$ cat src/rtl/cfg_stream_pkg.sv
package cfg_stream_pkg;

  localparam int BYTE_W    = 8;
  localparam int HDR_LEN   = 8;
  localparam int PAY_FIRST = 1;
  localparam int PAY_LEN   = 21;
  localparam int FRAME_LEN = 28;
  localparam int TRAIL_LEN = 4;
  localparam int IDX_W     = $clog2(FRAME_LEN);

  localparam logic [BYTE_W-1:0] B_FILL  = 8'hFF;
  localparam logic [BYTE_W-1:0] B_SYNC  = 8'h4F;
  localparam logic [BYTE_W-1:0] B_CHECK = 8'h4B;

  localparam logic [IDX_W-1:0] IX_HDR_LAST   = IDX_W'(HDR_LEN - 1);
  localparam logic [IDX_W-1:0] IX_FRM_LAST   = IDX_W'(FRAME_LEN - 1);
  localparam logic [IDX_W-1:0] IX_TRL_LAST   = IDX_W'(TRAIL_LEN - 1);
  localparam logic [IDX_W-1:0] IX_PAY_FIRST  = IDX_W'(PAY_FIRST);
  localparam logic [IDX_W-1:0] IX_PAY_END    = IDX_W'(PAY_FIRST + PAY_LEN);
  localparam logic [IDX_W-1:0] IX_CHECK2     = IDX_W'(PAY_FIRST + PAY_LEN + 2);

  typedef enum logic [3:0] {
    ST_IDLE, ST_PROG, ST_WAIT_RDY, ST_HEADER, ST_DECIDE,
    ST_FRAME, ST_TRAILER, ST_CHECK, ST_END
  } cfg_state_e;

  typedef enum logic [1:0] {PH_NONE, PH_HDR, PH_FRAME, PH_TRAIL} cfg_phase_e;

  function automatic logic [BYTE_W-1:0] hdr_byte(input logic [IDX_W-1:0] ix);
    case (ix)
      IDX_W'(3): hdr_byte = B_SYNC;
      IDX_W'(4): hdr_byte = 8'h80;
      IDX_W'(5): hdr_byte = 8'hAF;
      IDX_W'(6): hdr_byte = 8'h9B;
      IDX_W'(7): hdr_byte = B_CHECK;
      default:   hdr_byte = B_FILL;
    endcase
  endfunction

  function automatic logic [BYTE_W-1:0] frame_fixed(input logic [IDX_W-1:0] ix);
    if (ix == '0)                                frame_fixed = B_SYNC;
    else if (ix == IX_PAY_END || ix == IX_CHECK2) frame_fixed = B_CHECK;
    else                                         frame_fixed = B_FILL;
  endfunction

endpackage

$ cat src/rtl/cfg_sync.sv
module cfg_sync #(
  parameter int WIDTH  = 2,
  parameter int STAGES = 2
) (
  input  logic             clk,
  input  logic             rst_n,
  input  logic [WIDTH-1:0] d,
  output logic [WIDTH-1:0] q
);
  localparam int CHAIN_W = WIDTH * STAGES;

  logic [CHAIN_W-1:0] chain_q;

  generate
    if (STAGES == 1) begin : g_single
      always_ff @(posedge clk or negedge rst_n) begin
        if (!rst_n) chain_q <= '0;
        else        chain_q <= d;
      end
    end else begin : g_multi
      always_ff @(posedge clk or negedge rst_n) begin
        if (!rst_n) chain_q <= '0;
        else        chain_q <= {chain_q[CHAIN_W-WIDTH-1:0], d};
      end
    end
  endgenerate

  assign q = chain_q[CHAIN_W-1 -: WIDTH];
endmodule

$ cat src/rtl/cfg_timer.sv
module cfg_timer #(
  parameter int TW = 16
) (
  input  logic          clk,
  input  logic          rst_n,
  input  logic          load,
  input  logic [TW-1:0] load_val,
  output logic          expired
);
  logic [TW-1:0] cnt_q;

  always_ff @(posedge clk or negedge rst_n) begin
    if (!rst_n)            cnt_q <= '0;
    else if (load)         cnt_q <= load_val;
    else if (cnt_q != '0)  cnt_q <= cnt_q - 1'b1;
  end

  assign expired = (cnt_q == '0);
endmodule

$ cat src/rtl/cfg_pattern.sv
module cfg_pattern
  import cfg_stream_pkg::*;
(
  input  cfg_phase_e        phase,
  input  logic [IDX_W-1:0]  idx,
  output logic [BYTE_W-1:0] fixed_byte,
  output logic              is_payload
);
  always_comb begin
    fixed_byte = B_FILL;
    is_payload = 1'b0;
    case (phase)
      PH_HDR:   fixed_byte = hdr_byte(idx);
      PH_FRAME: begin
        if (idx >= IX_PAY_FIRST && idx < IX_PAY_END) is_payload = 1'b1;
        else                                          fixed_byte = frame_fixed(idx);
      end
      default:  fixed_byte = B_FILL;
    endcase
  end
endmodule

$ cat src/rtl/cfg_streamer.sv
module cfg_streamer
  import cfg_stream_pkg::*;
#(
  parameter int PROG_CYCLES  = 1250,
  parameter int INIT_TIMEOUT = 250000,
  parameter int SYNC_STAGES  = 2
) (
  input  logic              clk,
  input  logic              rst_n,
  input  logic              start,
  input  logic [BYTE_W-1:0] src_data,
  input  logic              src_valid,
  input  logic              src_last,
  output logic              src_ready,
  output logic [BYTE_W-1:0] out_data,
  output logic              out_valid,
  input  logic              out_ready,
  output logic              dev_reset_n,
  input  logic              dev_busy_n,
  input  logic              dev_complete,
  output logic              busy,
  output logic              load_ok,
  output logic              load_err
);
  localparam int TMAX = (PROG_CYCLES > INIT_TIMEOUT) ? PROG_CYCLES : INIT_TIMEOUT;
  localparam int TW   = $clog2(TMAX + 1);
  localparam logic [TW-1:0] PROG_LOAD = TW'(PROG_CYCLES - 1);
  localparam logic [TW-1:0] WAIT_LOAD = TW'(INIT_TIMEOUT - 1);

  cfg_state_e        state_q;
  logic [IDX_W-1:0]  idx_q;
  logic              last_seen_q, early_q, ok_q, err_q;
  logic              rdy_s, cmpl_s;
  logic              tmr_load, tmr_zero;
  logic [TW-1:0]     tmr_val;
  cfg_phase_e        phase;
  logic [BYTE_W-1:0] fixed_byte;
  logic              is_payload, out_fire, src_fire, slot_last;

  cfg_sync #(.WIDTH(2), .STAGES(SYNC_STAGES)) u_sync (
    .clk(clk), .rst_n(rst_n),
    .d({dev_complete, dev_busy_n}), .q({cmpl_s, rdy_s})
  );

  cfg_timer #(.TW(TW)) u_timer (
    .clk(clk), .rst_n(rst_n), .load(tmr_load), .load_val(tmr_val), .expired(tmr_zero)
  );

  cfg_pattern u_pat (
    .phase(phase), .idx(idx_q), .fixed_byte(fixed_byte), .is_payload(is_payload)
  );

  always_comb begin
    case (state_q)
      ST_HEADER:  phase = PH_HDR;
      ST_FRAME:   phase = PH_FRAME;
      ST_TRAILER: phase = PH_TRAIL;
      default:    phase = PH_NONE;
    endcase
  end

  // Output byte mux: payload slots are passed straight through from the source.
  always_comb begin
    out_valid = 1'b0;
    out_data  = fixed_byte;
    src_ready = 1'b0;
    case (state_q)
      ST_HEADER, ST_TRAILER: out_valid = 1'b1;
      ST_FRAME: begin
        if (is_payload && !last_seen_q) begin
          out_valid = src_valid;
          out_data  = src_data;
          src_ready = out_ready;
        end else begin
          out_valid = 1'b1;
        end
      end
      default: ;
    endcase
  end

  assign out_fire = out_valid && out_ready;
  assign src_fire = src_valid && src_ready;

  always_comb begin
    case (state_q)
      ST_HEADER:  slot_last = (idx_q == IX_HDR_LAST);
      ST_FRAME:   slot_last = (idx_q == IX_FRM_LAST);
      ST_TRAILER: slot_last = (idx_q == IX_TRL_LAST);
      default:    slot_last = 1'b0;
    endcase
  end

  always_comb begin
    tmr_load = 1'b0;
    tmr_val  = PROG_LOAD;
    if ((state_q == ST_IDLE || state_q == ST_END) && start) begin
      tmr_load = 1'b1;
    end else if (state_q == ST_PROG && tmr_zero) begin
      tmr_load = 1'b1;
      tmr_val  = WAIT_LOAD;
    end
  end

  always_ff @(posedge clk or negedge rst_n) begin
    if (!rst_n) begin
      state_q     <= ST_IDLE;
      idx_q       <= '0;
      last_seen_q <= 1'b0;
      early_q     <= 1'b0;
      ok_q        <= 1'b0;
      err_q       <= 1'b0;
    end else begin
      if (src_fire && src_last) last_seen_q <= 1'b1;
      case (state_q)
        ST_IDLE, ST_END: if (start) begin
          state_q     <= ST_PROG;
          last_seen_q <= 1'b0;
          early_q     <= 1'b0;
          ok_q        <= 1'b0;
          err_q       <= 1'b0;
        end
        ST_PROG: if (tmr_zero) state_q <= ST_WAIT_RDY;
        ST_WAIT_RDY: begin
          if (rdy_s) begin
            state_q <= ST_HEADER;
            idx_q   <= '0;
          end else if (tmr_zero) begin
            state_q <= ST_END;
            err_q   <= 1'b1;
          end
        end
        ST_DECIDE: begin
          idx_q <= '0;
          if (rdy_s && !cmpl_s && !last_seen_q) begin
            state_q <= ST_FRAME;
          end else begin
            state_q <= ST_TRAILER;
            early_q <= !rdy_s && !last_seen_q;
          end
        end
        ST_HEADER, ST_FRAME, ST_TRAILER: if (out_fire) begin
          if (slot_last) begin
            state_q <= (state_q == ST_TRAILER) ? ST_CHECK : ST_DECIDE;
            idx_q   <= '0;
          end else begin
            idx_q <= idx_q + 1'b1;
          end
        end
        ST_CHECK: begin
          state_q <= ST_END;
          ok_q    <= cmpl_s && !early_q;
          err_q   <= !(cmpl_s && !early_q);
        end
        default: state_q <= ST_IDLE;
      endcase
    end
  end

  assign dev_reset_n = (state_q != ST_PROG);
  assign busy        = (state_q != ST_IDLE) && (state_q != ST_END);
  assign load_ok     = ok_q;
  assign load_err    = err_q;

  // Width of the clear pulse, counted independently of the timer.
  logic [TW:0] low_cnt_q;
  always_ff @(posedge clk or negedge rst_n) begin
    if (!rst_n)            low_cnt_q <= '0;
    else if (dev_reset_n)  low_cnt_q <= '0;
    else if (low_cnt_q != '1) low_cnt_q <= low_cnt_q + 1'b1;
  end

  assert_clear_width_R2: assert property (@(posedge clk) disable iff (!rst_n)
    $rose(dev_reset_n) |-> (low_cnt_q == (TW+1)'(PROG_CYCLES)));

  assert_hold_byte_R10: assert property (@(posedge clk) disable iff (!rst_n)
    (out_valid && !out_ready) |=> (out_valid && $stable(out_data)));

  assert_src_gated_R10: assert property (@(posedge clk) disable iff (!rst_n)
    src_ready |-> out_ready);

  assert_no_pull_after_last_R6: assert property (@(posedge clk) disable iff (!rst_n)
    src_ready |-> !last_seen_q);

  assert_result_excl_R9: assert property (@(posedge clk) disable iff (!rst_n)
    !(load_ok && load_err));

  assert_quiet_in_clear_R3: assert property (@(posedge clk) disable iff (!rst_n)
    !dev_reset_n |-> !out_valid);

endmodule

$ cat config.mk
export PLATFORM = sky130hd
export DESIGN_NAME = cfg_streamer
export DESIGN_NICKNAME = d
export VERILOG_FILES = /design/src/rtl/cfg_stream_pkg.sv /design/src/rtl/cfg_sync.sv /design/src/rtl/cfg_timer.sv /design/src/rtl/cfg_pattern.sv /design/src/rtl/cfg_streamer.sv
export SDC_FILE = /design/constraint.sdc
export NUM_CORES = 1
export LEC_CHECK = 0
export BUFFER_PORTS_ARGS = -buffer_cell sky130_fd_sc_hd__buf_2
export CORE_MARGIN = 3
export CORE_UTILIZATION = 53
export DETAILED_ROUTE_END_ITERATION = 16
export HOLD_SLACK_MARGIN = 0.03
export PLACE_DENSITY_LB_ADDON = 0.3
export RECOVER_POWER = 50
export SLEW_MARGIN = 20
export SYNTH_ARGS = -nofsm -noshare
export SYNTH_HDL_FRONTEND = slang
export SYNTH_HIERARCHICAL = 1
export SYNTH_SLANG_ARGS = --single-unit
$ cat constraint.sdc
create_clock -name clk -period 2.74 [get_ports clk]
set_input_delay 0.548 -clock clk [delete_from_list [all_inputs] [get_ports clk]]
set_output_delay 0.548 -clock clk [all_outputs]
set_load 0.01 [all_outputs]
* Yosys cells after proc, flatten, opt, wreduce, memory -nomap -nowiden
Index checks and enable logic that the tools add are counted.
** Storage, ports and cells
- Input bits :: 16
- Output and inout port bits :: 14
- Register bits after elaboration :: 35
** Operators by class
- Equality and inequality tests :: 29
- Add/sub/neg operators :: 2
- Reductions and logical operators :: 37
- Muxes and demuxes :: 44
- Magnitude comparators :: 2
** Operator list (count)
- 18-bit two-way mux :: 4
- 8-bit two-way mux :: 5
- 8-bit case mux with 5 select lines :: 1
- 4-bit two-way mux :: 6
- 4-bit case mux with 6 select lines :: 1
- 5-bit by 3-bit == test with 1-bit output, second input constant :: 4
- 18-bit zero test :: 1
- 18-bit nonzero test :: 1
- 18-bit by 1-bit subtractor with 18-bit output, second input constant :: 1
- 4-bit by 3-bit == test with 1-bit output, second input constant :: 4
- 8-bit case mux with 2 select lines :: 1
- 5-bit == test, second input constant :: 3
- 5-bit two-way mux :: 3
- 5-bit case mux with 3 select lines :: 1
- 1-bit two-way mux :: 14
- 2-bit != test, second input constant :: 7
- 1-bit logical AND :: 12
- 4-bit by 2-bit == test with 1-bit output, second input constant :: 2
- 1-bit case mux with 2 select lines :: 3
- 1-bit case mux with 3 select lines :: 2
- 2-bit case mux with 3 select lines :: 1
- 3-bit AND reduction :: 2
- 2-bit nonzero test :: 3
- 3-bit nonzero test :: 2
- 23 further kinds :: 30

* Logic depth before layout (Yosys ltp)
- Depth in word-level cells :: 12
- Mapped depth :: 13

* By module
Netlist, hierarchy kept.
** Modules (own cells, without submodules)
- cfg_timer :: area an instance 1094.8 um^2, times used 1, cells an instance 109
- cfg_streamer :: area an instance 1052.3 um^2, times used 1, cells an instance 122
- cfg_pattern :: area an instance 279.0 um^2, times used 1, cells an instance 43
- cfg_sync :: area an instance 115.1 um^2, times used 1, cells an instance 6

* Worst setup path after synthesis
No wires, ideal clock.
- Kind :: reg2out
- Start point :: register state_q[3]
- End point :: output out_data[0]
- Slack :: -0.089 ns
- Required time :: 2.192 ns
- Stages on the path, launching flop included :: 10
- Arrival :: 2.281 ns
- Cells stage by stage :: dfrtp_1 -> buf_6 -> nand2b_1 -> nor2_1 -> ha_1 -> and3_1 -> and2_2 -> or3b_2 -> buf_2 -> mux2_2
** On the way
- Word-level cells in the longest chain between the ends :: 7
- Elaborated cells on any way between the ends :: 11
- Classes of those cells :: eq/ne: 5; mux: 5; reduce/logical: 1
** Ends and longest elaborated chain
- start, declared :: RTL line cfg_streamer.sv:30 : cfg_state_e state_q;
- start signal, assigned :: RTL line cfg_streamer.sv:144 : state_q <= (state_q == ST_TRAILER) ? ST_CHECK : ST_DECIDE;
- 4-bit by 3-bit == test with 1-bit output or 4-bit by 2-bit == test with 1-bit output (tied branches) :: RTL line cfg_streamer.sv:54 : case (state_q)
- 2-bit case mux with 3 select lines (*) :: RTL line cfg_streamer.sv:54
- named net phase[1] :: RTL line cfg_streamer.sv:36 : cfg_phase_e phase;
- 2-bit == test (*) :: RTL line cfg_pattern.sv:12 : case (phase)
- 1-bit two-way mux (*) :: RTL line cfg_pattern.sv:12
- named net is_payload :: RTL line cfg_streamer.sv:38 : logic is_payload, out_fire, src_fire, slot_last;
- 1-bit logical AND (*) :: RTL line cfg_streamer.sv:70 : if (is_payload && !last_seen_q) begin
- 8-bit two-way mux (*) :: RTL line cfg_streamer.sv:70
- 8-bit two-way mux (*) :: RTL line cfg_streamer.sv:67 : case (state_q)
- end, declared :: RTL line cfg_streamer.sv:15 : output logic [BYTE_W-1:0] out_data,
Mark *: on every way through the listed nets, which the timed path passes. The rest lies on a longest branch.

* Final worst setup path
- Start point :: register state_q[0]
- End point :: output out_data[3]
The elaborated chain is that of the path after synthesis.

==> results.toml <==
[status]
status = "complete, but fails checks"
violations = "capacitance limit, slew limit, setup timing"

[critical_path]
rr_startpoint = "state_q[0]$_DFFE_PN0P_"
reg2reg_depth = 12
critical_path_required_ns = 2.19
r2r_end = "idx_q[4]$_DFFE_PN0P_"
arrival_ns = 2.43
critPathKind = "reg2out"
crit_fanout = 5
cp-start-kind = "flip-flop"
end_kind = "primary output"
r2r_setup_slack_ns = 0.12

[clocking]
clk_pin_slew_ns = 0.08
cts_tree = "yes"
clock_latency_ns = 0.30
cts_inserted_buffers = 5
cts_sinks = 35
clock-root-buffer = "clkbuf_8"
htree_levels = 2
cts_max_path_buffers = 2
holdBufCountCts = 0

[sta]
tightestPinTransition_ns = 1.89
tns_ns = -1.97
finalClockSkew_ns = 0.00477
slew_headroom_pct = -25.9
drv_slew = 36
fin_crit_ns = 2.98
setup_viol = 9
hold_viol_final = 0
setup_ws_ns = -0.239
fmax_mhz = 336
rsz0062_at_grt = "true"
timing.final.crit_share_pct = 109

[grt]
antenna_found_initial = 0
grt_pass1_vias = 2149
grt_util_all_layers_pct = 22.1
grt_overflow = 0
grt_max_degree = 36
grt_pass1_wl_mm = 9.63

[synthesis]
synth_area_leaders = "dfrtp_1 34%, mux2_2 4.4%, nand2_1 4.1%"
async_flop_share_pct = 100
ys_seq_elements = 35
synth-edff-count = 0
synth_top_area_share_pct = 34.5
syn_area_sq_um = 2540
synthFlopType = "dfrtp_1"
synthCells = 280
yosysUniqueCellTypes = 66
yosys.area.top_type = "dfrtp_1"
yosys_warnings = 6
synth-seq-area-share_pct = 34.5
avgSynthCellArea_sq_um = 9.08

[floorplan]
placementRows = 24
die_w_um = 75.2
num_io_pins = 30
coreArea_sq_um = 4500
die_area_sq_um = 5660
start_util_pct = 56.4
die_h_um = 75.2

[hold_path]
min_to = "u_sync/chain_q[1]$_DFF_PN0_"
hold_depth = 1
min_path_type = "in2reg"
hold_path.startpoint = "dev_complete"

[routing]
vias = 2354
wl_mm = 6.19
drtPass1Iterations = 4
ant_nets = 0
initialDrtViolationCount = 148
wl_per_cell_um = 15.8
drc_errors = 0
vias_per_cell = 6.02

[layout]
drive_gt1_share_pct = 34.8
antennaDiodeCount = 0
instances_no_fill = 391
area_growth_pct = 23.9
stdcell_area_sq_um = 3150
nNetsFinal = 358

[placed_design]
place.gp.congestion = 0.849
place_ws_ns = -0.0736
portBuffers = 29
dpl-instance-area_sq_um = 2900
dp_hpwl_mm = 4.25
numPlacedInstances = 376

[run]
maxCapViolCount = 1

[pwr]
power_density_nw_per_um2 = 1100
peakVddDrop_mv = 0.600
p_leak_nw = 1.32
total_power_mw = 3.47
[critical path, cell delays in order (launching register included)]
cell and delay (ns):
dfrtp_2 0.45, xor2_2 0.16, nand2_1 0.12, inv_2 0.06, inv_2 0.06, ha_4 0.12
and3_4 0.17, and2_4 0.15, or3b_4 0.42, mux2_2 0.29, buf_2 0.14
[stage by stage]
stage               hold WS (ns)  utilization [%]
floorplan                  0.252                -
global placement           0.336             64.4
detailed placement         0.342             64.4
CTS                        0.346             67.4
global route               0.341             69.9
finish                     0.351             69.9
[metal layers]
| metal | routed length (um) | vias up | GRT usage, % |
|---|---|---|---|
| met1 | 2690 | 1170 | 27.9 |
| li1 | - | 1124 | - |
| met2 | 3180 | 51 | 37.8 |
| met4 | 69 | 0 | 6.99 |
| met3 | 246 | 9 | 4.94 |
| met5 | 0 | - | 0 |
[flip-flops by register name, summed over array words and instances (netlist names)]
register and count:
early_q 1, last_seen_q 1, u_sync/chain_q 4, load_ok 1, idx_q 5, load_err 1
u_timer/cnt_q 18, state_q 4
[layout make-up]
type	instances	area, sq um
Sequential cell	35	878
Clock inverter	1	7.51
Timing Repair Buffer	60	399
Tap cell	52	65.1
Multi-Input combinational cell	221	1640
Inverter	15	60.1
Clock buffer	7	96.3
Fill cell	328	1360
[worst max-delay path by stage]
stage	startpoint	end	slack (ns)
after floorplan	state_q[2]$_DFFE_PN0P_	out_data[0]	0.007
after global placement	state_q[0]$_DFFE_PN0P_	out_data[6]	0.0009
after detailed placement	state_q[0]$_DFFE_PN0P_	out_data[3]	-0.07
after CTS	state_q[0]$_DFFE_PN0P_	out_data[3]	-0.20
after global routing	state_q[0]$_DFFE_PN0P_	out_data[3]	-0.31
final	state_q[0]$_DFFE_PN0P_	out_data[3]	-0.24
[report_power, final]
part	internal, mW	switching (mW)
clock	0.229	0.202
combinational	1.02	1.06
sequential	0.706	0.261
total	1.95	1.52
[cell usage in the layout (no fill, tap or decap), types with 4 or more instances in the layout]
| cell | instances |
|---|---|
| mux2i_1 | 5 |
| mux2_2 | 10 |
| a211oi_1 | 4 |
| o21ai_0 | 17 |
| nor3_1 | 10 |
| nand2_1 | 27 |
| nor2_1 | 20 |
| nand3_1 | 8 |
| nand2b_1 | 4 |
| buf_2 | 25 |
| dfrtp_1 | 33 |
| o21ai_1 | 4 |
| buf_4 | 30 |
| conb_1 | 7 |
| clkbuf_8 | 7 |
| o31ai_1 | 8 |
| a21oi_1 | 8 |
| inv_1 | 12 |
| buf_6 | 4 |
| xnor2_1 | 10 |
[Yosys cell counts (all sizes together), types with 3 or more instances]
cell    number
a21oi        9
nor4         6
mux2        10
nor3b        4
o221ai       3
o21ai       21
o31ai        8
nor2        22
xor2         4
nand4        4
or3          4
xnor2       11
nor3        13
nor2b        3
o311ai       3
inv         15
dfrtp       35
nand3        8
nor4b        3
ha           4
nand2b       5
clkbuf       4
buf         11
a211oi       5
and2         3
o21a         3
nand2       29
mux2i        5
[kinds of logic after synthesis]
family,share of synthesized area (%)
buf+inv,5.96
compound gates,19.5
fa+ha+maj,1.97
other cells,0.296
flops,34.5
simple gates,26.2
mux,6.40
xor+xnor,5.17
[timing repair]
item                       CTS  global route
gates cloned                 1             0
setup endpoints to repair    9            25
buffers inserted             2             4
pin swaps                    1             0
gates resized for setup      4            18
Power figures use the tool's default switching activity.
